[config.mk]
export PLATFORM = sky130hd
export DESIGN_NAME = irq_ack_ctrl
export DESIGN_NICKNAME = d
export VERILOG_FILES = /design/src/rtl/irq_ack_pkg.sv /design/src/rtl/irq_level_sync.sv /design/src/rtl/irq_recognizer.sv /design/src/rtl/irq_ack_seq.sv /design/src/rtl/irq_ack_ctrl.sv
export SDC_FILE = /design/constraint.sdc
export NUM_CORES = 1
export LEC_CHECK = 0
export CAP_MARGIN = 20
export CORE_MARGIN = 8
export CORE_UTILIZATION = 40
export CTS_CLUSTER_SIZE = 28
export DETAILED_ROUTE_END_ITERATION = 10
export GPL_ROUTABILITY_DRIVEN = 0
export PLACE_DENSITY = 0.77
export SYNTH_ARGS = -nofsm -noshare
export SYNTH_HDL_FRONTEND = slang
export SYNTH_HIERARCHICAL = 1
export SYNTH_SLANG_ARGS = --single-unit
[constraint.sdc]
create_clock -name clk -period 5.1 [get_ports clk]
set_input_delay 1.275 -clock clk [delete_from_list [all_inputs] [get_ports clk]]
set_output_delay 1.275 -clock clk [all_outputs]
set_load 0.03 [all_outputs]
[src/rtl/irq_ack_pkg.sv]
package irq_ack_pkg;

    localparam int LVL_W  = 3;
    localparam int ADDR_W = 32;
    localparam int VEC_W  = 8;
    localparam int FC_W   = 3;
    localparam int SYNC_STAGES = 2;

    typedef logic [LVL_W-1:0] lvl_t;
    typedef logic [VEC_W-1:0] vec_t;

    localparam lvl_t LVL_NONE = '0;
    localparam lvl_t LVL_NMI  = '1;
    localparam logic [FC_W-1:0] FC_CPU_SPACE = '1;
    localparam vec_t VEC_AUTO_BASE = 8'd24;
    localparam vec_t VEC_SPURIOUS  = 8'd24;

    typedef enum logic [1:0] {
        TERM_NONE,
        TERM_NORMAL,
        TERM_AUTO,
        TERM_ERR
    } term_e;

    typedef enum logic {
        ST_IDLE,
        ST_ACK
    } ack_state_e;

    typedef struct packed {
        logic pending;
        lvl_t level;
    } req_t;

    typedef struct packed {
        logic             active;
        logic [ADDR_W-1:0] addr;
        logic [FC_W-1:0]  fc;
    } bus_cmd_t;

    function automatic logic [ADDR_W-1:0] ack_address(input lvl_t l);
        logic [ADDR_W-1:0] a;
        a = '1;
        a[LVL_W:1] = l;
        return a;
    endfunction

    function automatic vec_t auto_vector(input lvl_t l);
        return VEC_AUTO_BASE + vec_t'(l);
    endfunction

    function automatic term_e resolve_term(input logic ack, input logic avec, input logic err);
        if (err)       return TERM_ERR;
        else if (avec) return TERM_AUTO;
        else if (ack)  return TERM_NORMAL;
        else           return TERM_NONE;
    endfunction

endpackage

[src/rtl/irq_level_sync.sv]
module irq_level_sync
    import irq_ack_pkg::*;
#(
    parameter int W      = LVL_W,
    parameter int STAGES = SYNC_STAGES
) (
    input  logic         clk,
    input  logic         rst,
    input  logic [W-1:0] raw_i,
    output logic [W-1:0] level_o
);
    logic [W-1:0] stage_q [STAGES];
    logic [W-1:0] level_q;

    always_ff @(posedge clk) begin
        if (rst) begin
            for (int i = 0; i < STAGES; i++) stage_q[i] <= '0;
        end else begin
            stage_q[0] <= raw_i;
            for (int i = 1; i < STAGES; i++) stage_q[i] <= stage_q[i-1];
        end
    end

    // Accept a new value only when the last two stages agree.
    always_ff @(posedge clk) begin
        if (rst)
            level_q <= '0;
        else if (stage_q[STAGES-1] == stage_q[STAGES-2])
            level_q <= stage_q[STAGES-1];
    end

    assign level_o = level_q;
endmodule

[src/rtl/irq_recognizer.sv]
module irq_recognizer
    import irq_ack_pkg::*;
(
    input  logic clk,
    input  logic rst,
    input  lvl_t level_i,
    input  lvl_t mask_i,
    input  logic take_i,
    output req_t req_o
);
    lvl_t prev_q;
    logic nmi_pend_q;
    logic nmi_edge;
    logic maskable;

    assign nmi_edge = (level_i == LVL_NMI) && (prev_q != LVL_NMI);
    assign maskable = (level_i != LVL_NONE) && (level_i != LVL_NMI) && (level_i > mask_i);

    always_ff @(posedge clk) begin
        if (rst) begin
            prev_q     <= LVL_NONE;
            nmi_pend_q <= 1'b0;
        end else begin
            prev_q <= level_i;
            if (nmi_edge)
                nmi_pend_q <= 1'b1;
            else if (take_i && nmi_pend_q)
                nmi_pend_q <= 1'b0;
        end
    end

    always_comb begin
        req_o.pending = nmi_pend_q || maskable;
        req_o.level   = nmi_pend_q ? LVL_NMI : level_i;
    end
endmodule

[src/rtl/irq_ack_seq.sv]
module irq_ack_seq
    import irq_ack_pkg::*;
(
    input  logic     clk,
    input  logic     rst,
    input  req_t     req_i,
    input  logic     boundary_i,
    input  logic     hi_exc_i,
    input  vec_t     rdata_i,
    input  logic     ack_i,
    input  logic     avec_i,
    input  logic     err_i,
    output logic     take_o,
    output logic     exc_req_o,
    output bus_cmd_t cmd_o,
    output logic     vec_valid_o,
    output vec_t     vec_o,
    output logic     mupd_valid_o,
    output lvl_t     mupd_o
);
    ack_state_e state_q;
    lvl_t       lvl_q;
    term_e      term;

    assign term   = resolve_term(ack_i, avec_i, err_i);
    assign take_o = (state_q == ST_IDLE) && req_i.pending && boundary_i && !hi_exc_i;

    always_ff @(posedge clk) begin
        if (rst) begin
            state_q      <= ST_IDLE;
            lvl_q        <= LVL_NONE;
            exc_req_o    <= 1'b0;
            vec_valid_o  <= 1'b0;
            vec_o        <= '0;
            mupd_valid_o <= 1'b0;
            mupd_o       <= LVL_NONE;
        end else begin
            exc_req_o    <= 1'b0;
            vec_valid_o  <= 1'b0;
            mupd_valid_o <= 1'b0;
            case (state_q)
                ST_IDLE: begin
                    if (take_o) begin
                        state_q   <= ST_ACK;
                        lvl_q     <= req_i.level;
                        exc_req_o <= 1'b1;
                    end
                end
                ST_ACK: begin
                    if (term != TERM_NONE) begin
                        state_q     <= ST_IDLE;
                        vec_valid_o <= 1'b1;
                        case (term)
                            TERM_NORMAL: vec_o <= rdata_i;
                            TERM_AUTO:   vec_o <= auto_vector(lvl_q);
                            default:     vec_o <= VEC_SPURIOUS;
                        endcase
                        if (term != TERM_ERR) begin
                            mupd_valid_o <= 1'b1;
                            mupd_o       <= lvl_q;
                        end
                    end
                end
                default: state_q <= ST_IDLE;
            endcase
        end
    end

    always_comb begin
        cmd_o.active = (state_q == ST_ACK);
        cmd_o.addr   = cmd_o.active ? ack_address(lvl_q) : '0;
        cmd_o.fc     = cmd_o.active ? FC_CPU_SPACE : '0;
    end
endmodule

[src/rtl/irq_ack_ctrl.sv]
module irq_ack_ctrl
    import irq_ack_pkg::*;
(
    input  logic              clk,
    input  logic              rst,
    input  logic [LVL_W-1:0]  irq_level_i,
    input  logic [LVL_W-1:0]  mask_i,
    input  logic              boundary_i,
    input  logic              hi_exc_i,
    output logic              exc_req_o,
    output logic              irq_pending_o,
    output logic              bus_req_o,
    output logic [ADDR_W-1:0] bus_addr_o,
    output logic [FC_W-1:0]   bus_fc_o,
    input  logic [VEC_W-1:0]  bus_rdata_i,
    input  logic              bus_ack_i,
    input  logic              bus_avec_i,
    input  logic              bus_err_i,
    output logic              vec_valid_o,
    output logic [VEC_W-1:0]  vec_num_o,
    output logic              mask_upd_valid_o,
    output logic [LVL_W-1:0]  mask_upd_o
);
    lvl_t     level;
    req_t     req;
    logic     take;
    bus_cmd_t cmd;

    irq_level_sync #(.W(LVL_W), .STAGES(SYNC_STAGES)) u_sync (
        .clk     (clk),
        .rst     (rst),
        .raw_i   (irq_level_i),
        .level_o (level)
    );

    irq_recognizer u_recog (
        .clk     (clk),
        .rst     (rst),
        .level_i (level),
        .mask_i  (mask_i),
        .take_i  (take),
        .req_o   (req)
    );

    irq_ack_seq u_seq (
        .clk          (clk),
        .rst          (rst),
        .req_i        (req),
        .boundary_i   (boundary_i),
        .hi_exc_i     (hi_exc_i),
        .rdata_i      (bus_rdata_i),
        .ack_i        (bus_ack_i),
        .avec_i       (bus_avec_i),
        .err_i        (bus_err_i),
        .take_o       (take),
        .exc_req_o    (exc_req_o),
        .cmd_o        (cmd),
        .vec_valid_o  (vec_valid_o),
        .vec_o        (vec_num_o),
        .mupd_valid_o (mask_upd_valid_o),
        .mupd_o       (mask_upd_o)
    );

    assign irq_pending_o = req.pending;
    assign bus_req_o     = cmd.active;
    assign bus_addr_o    = cmd.addr;
    assign bus_fc_o      = cmd.fc;
endmodule

==> insert_results.sql <==
INSERT INTO impl_metrics (metric_group, metric, value, unit) VALUES
('route', 'routed_wire_length_per_instance', '12.8', 'um'),
('synthesis', 'ys_warn_count', '6', ''),
('clock_network', 'cts.reportedPaths.clkPinSlew', '0.06', 'ns'),
('worst_setup_path', 'timing.critical_path.slowest_stage_cell', 'clkdlybuf4s50_1', ''),
('placed_design', 'dp_slack', '0.708', 'ns'),
('route', 'vias_per_cell', '4.72', ''),
('die', 'die_h', '79.2', 'um'),
('run_status', 'status', 'completed', ''),
('die', 'floorplan.core_area', '3910', 'um2'),
('layout', 'final_layout_size_suffix_gt1_share', '6.02', '%'),
('timing', 'slew_headroom', '63.6', '%'),
('synthesis', 'yosysUniqueCellTypes', '35', ''),
('power', 'power_density', '209', 'nW/um2'),
('flow_run', 'max-cap-violations', '0', ''),
('worst_setup_path', 'crit_path_max_fanout', '3', ''),
('worst_setup_path', 'crit_path_end_kind', 'primary output', ''),
('clock_network', 'post-cts-setup-buffer-count', '0', ''),
('route', 'postRouteWirelength', '3400', 'um'),
('clock_network', 'post_cts.resized_instances', '0', ''),
('timing', 'timing.final.ws_setup', '0.708', 'ns'),
('timing', 'layout_skew', '0.00296', 'ns'),
('route', 'postRouteAntennaNets', '0', ''),
('clock_network', 'tritoncts.num_buffers', '5', ''),
('power', 'p_comb_share', '9.5', '%'),
('worst_setup_path', 'arrival', '3.12', 'ns'),
('clock_network', 'root_buffer', 'clkbuf_8', ''),
('global_route', 'wire_length_of_the_first_global_routing_pass', '5500', 'um'),
('worst_setup_path', 'start_kind', 'input pin', ''),
('clock_network', 'clk-insertion-delay-late', '0.27', 'ns'),
('die', 'rows', '23', ''),
('die', 'num_io_pins', '72', ''),
('route', 'drc_violations_left', '0', ''),
('worst_setup_path', 'worstSetupPathType', 'in2out', ''),
('power', 'switchingPower', '97.2', 'uW'),
('worst_setup_path', 'required', '3.83', 'ns'),
('synthesis', 'synth.top_cell.area_share', '38.9', '%'),
('timing', 'setup_tns', '0', 'ns'),
('layout', 'final_cell_mix', 'clkdlybuf4s50_1 (71), dfxtp_1 (31), nor2b_1 (11)', ''),
('worst_setup_path', 'crit_path_cell_trace', 'clkdlybuf4s50_1, inv_1, ha_1, nand2_1, o21ai_0, a41o_1, clkdlybuf4s50_1', ''),
('route', 'vias', '1256', ''),
('synthesis', 'netlist_top_cells_area', 'dfxtp_1 (39%), buf_4 (16%), ha_1 (6.3%)', ''),
('worst_setup_path', 'worst_path_most_repeated_cell', 'clkdlybuf4s50_1', ''),
('timing', 'min_period', '4.39', 'ns'),
('hold_path', 'min_delay_src', 'u_seq/vec_o[6]$_SDFFE_PP0P_', ''),
('die', 'area_of_the_die', '6260', 'um2'),
('layout', 'number_of_antenna_repair_diodes', '0', ''),
('global_route', 'antenna_found_initial', '0', ''),
('synthesis', 'postSynthNetCount', '205', ''),
('synthesis', 'cell_accounting_for_the_most_synthesized_area', 'dfxtp_1', ''),
('timing', 'timing.final.hold_violations', '0', ''),
('hold_path', 'holdPathEnd', 'u_seq/vec_o[6]$_SDFFE_PP0P_', ''),
('synthesis', 'ys_ff_latch', '31', ''),
('power', 'leakage', '0.000852', 'uW'),
('clock_network', 'cts_max_path_buffers', '2', ''),
('clock_network', 'count_of_h_tree_levels_built_during_cts', '2', ''),
('worst_setup_path', 'setup.reg_to_reg.worst_slack', '3.28', 'ns'),
('hold_path', 'timing.hold.worst.class', 'reg2reg', ''),
('layout', 'layout.nets', '246', ''),
('placed_design', 'port-buffer-count', '71', ''),
('power', 'p_clk_share', '36.4', '%'),
('power', 'power.sequential.fraction', '54.1', '%'),
('global_route', 'first_global_vias', '1240', ''),
('timing', 'period_share', '86.1', '%'),
('timing', 'finalSetupViolCount', '0', ''),
('layout', 'area_delta_synth_final', '37.5', '%'),
('clock_network', 'cts.sink_count', '31', ''),
('die', 'initial_utilization', '40.8', '%'),
('synthesis', 'avgSynthCellArea', '9.06', 'um2'),
('placed_design', 'dp.final_hpwl', '2600', 'um'),
('timing', 'timing_worst_slew_pin_value', '0.545', 'ns'),
('global_route', 'globalRoute.totalOverflow', '0', '');
[synth_stat cells, drive strengths merged]
cell type	n
nor3b	2
nor2b	11
ha	8
o21ai	6
xor2	3
nand3	5
a211oi	1
clkbuf	3
and4bb	1
mux2i	5
a41o	1
and2	3
and3b	1
inv	6
or2	4
a21o	1
a22o	3
or2b	1
buf	36
and2b	1
nand2	9
nand2b	5
dfxtp	31
a22oi	3
a311oi	1
nor2	10
a31o	1
or3	2
nor3	1
a31oi	1
a21oi	10
[registers in the layout, summed over array words and instances, names as in the netlist, 3 cells and up]
name and count:
u_sync/stage_q 6, u_seq/vec_o 8, u_sync/level_o 3, u_seq/mupd_o 3
u_recog/prev_q 3, u_seq/lvl_q 3
[power by group through the flow]
stage	clock [uW]	combinational [uW]	sequential [uW]
6_report	167	43.6	248
5_1_grt	184	48.2	248
4_1_cts	174	43.7	248
3_5_place_dp	0	43.4	253
3_3_place_gp	0	42.9	253
2_1_floorplan	0	22.8	253
[kinds of logic (layout without fill, tap and decap cells)]
group           Yosys count  count (layout)  synth area share [%]
compound gates           28              28                  11.1
mux                       5               5                  3.14
flops                    31              31                  38.9
fa+ha+maj                 8               8                  6.27
xor+xnor                  3               3                  1.65
simple gates             56              56                  19.8
buf+inv                  45              85                  19.1
[critical path: cells and delay by family]
family,cells,cell delay [ns]
buffers and inverters,3,1.16
and+or+nand+nor,1,0.05
adders and majority gates,1,0.30
AOI/OAI and AO/OA,2,0.33
[routing by layer]
| layer | part of all wire (%) | track usage (%) | routed length (um) |
|---|---|---|---|
| met1 | 41 | 11.0 | 1380 |
| met2 | 47 | 18.7 | 1620 |
| met3 | 11 | 5.30 | 385 |
| met4 | 0.53 | 3.89 | 18 |
| met5 | 0 | 0 | 0 |
[cell type report]
class	instances	area (um2)	area share (%)
inverter	6	22.5	1.03
tap	50	62.6	2.85
sequential	31	621	28.3
timing repair buffer	73	746	34.0
multi-input combinational	100	669	30.5
clock buffer	6	72.6	3.31
[how the worst max path moves through the flow]
stage | from | endpoint | slack [ns]
3_3_place_gp | mask_i[2] | irq_pending_o | 0.72
3_5_place_dp | mask_i[2] | irq_pending_o | 0.71
5_1_grt | mask_i[2] | irq_pending_o | 0.57
4_1_cts | mask_i[2] | irq_pending_o | 0.70
6_report | mask_i[2] | irq_pending_o | 0.71
2_1_floorplan | mask_i[2] | irq_pending_o | 1.72
[metrics by stage]
step	area [um2]	util [%]	power, uW	std cells	hold slack (ns)
finish	2190	56.0	459	266	0.458
global route	2190	56.0	481	266	0.483
CTS	2170	55.3	465	265	0.462
detailed placement	2090	53.5	297	259	0.449
global placement	2090	53.5	296	259	0.439
floorplan	1600	-	276	176	0.453
Note: power is estimated with default switching activity, not from simulation.
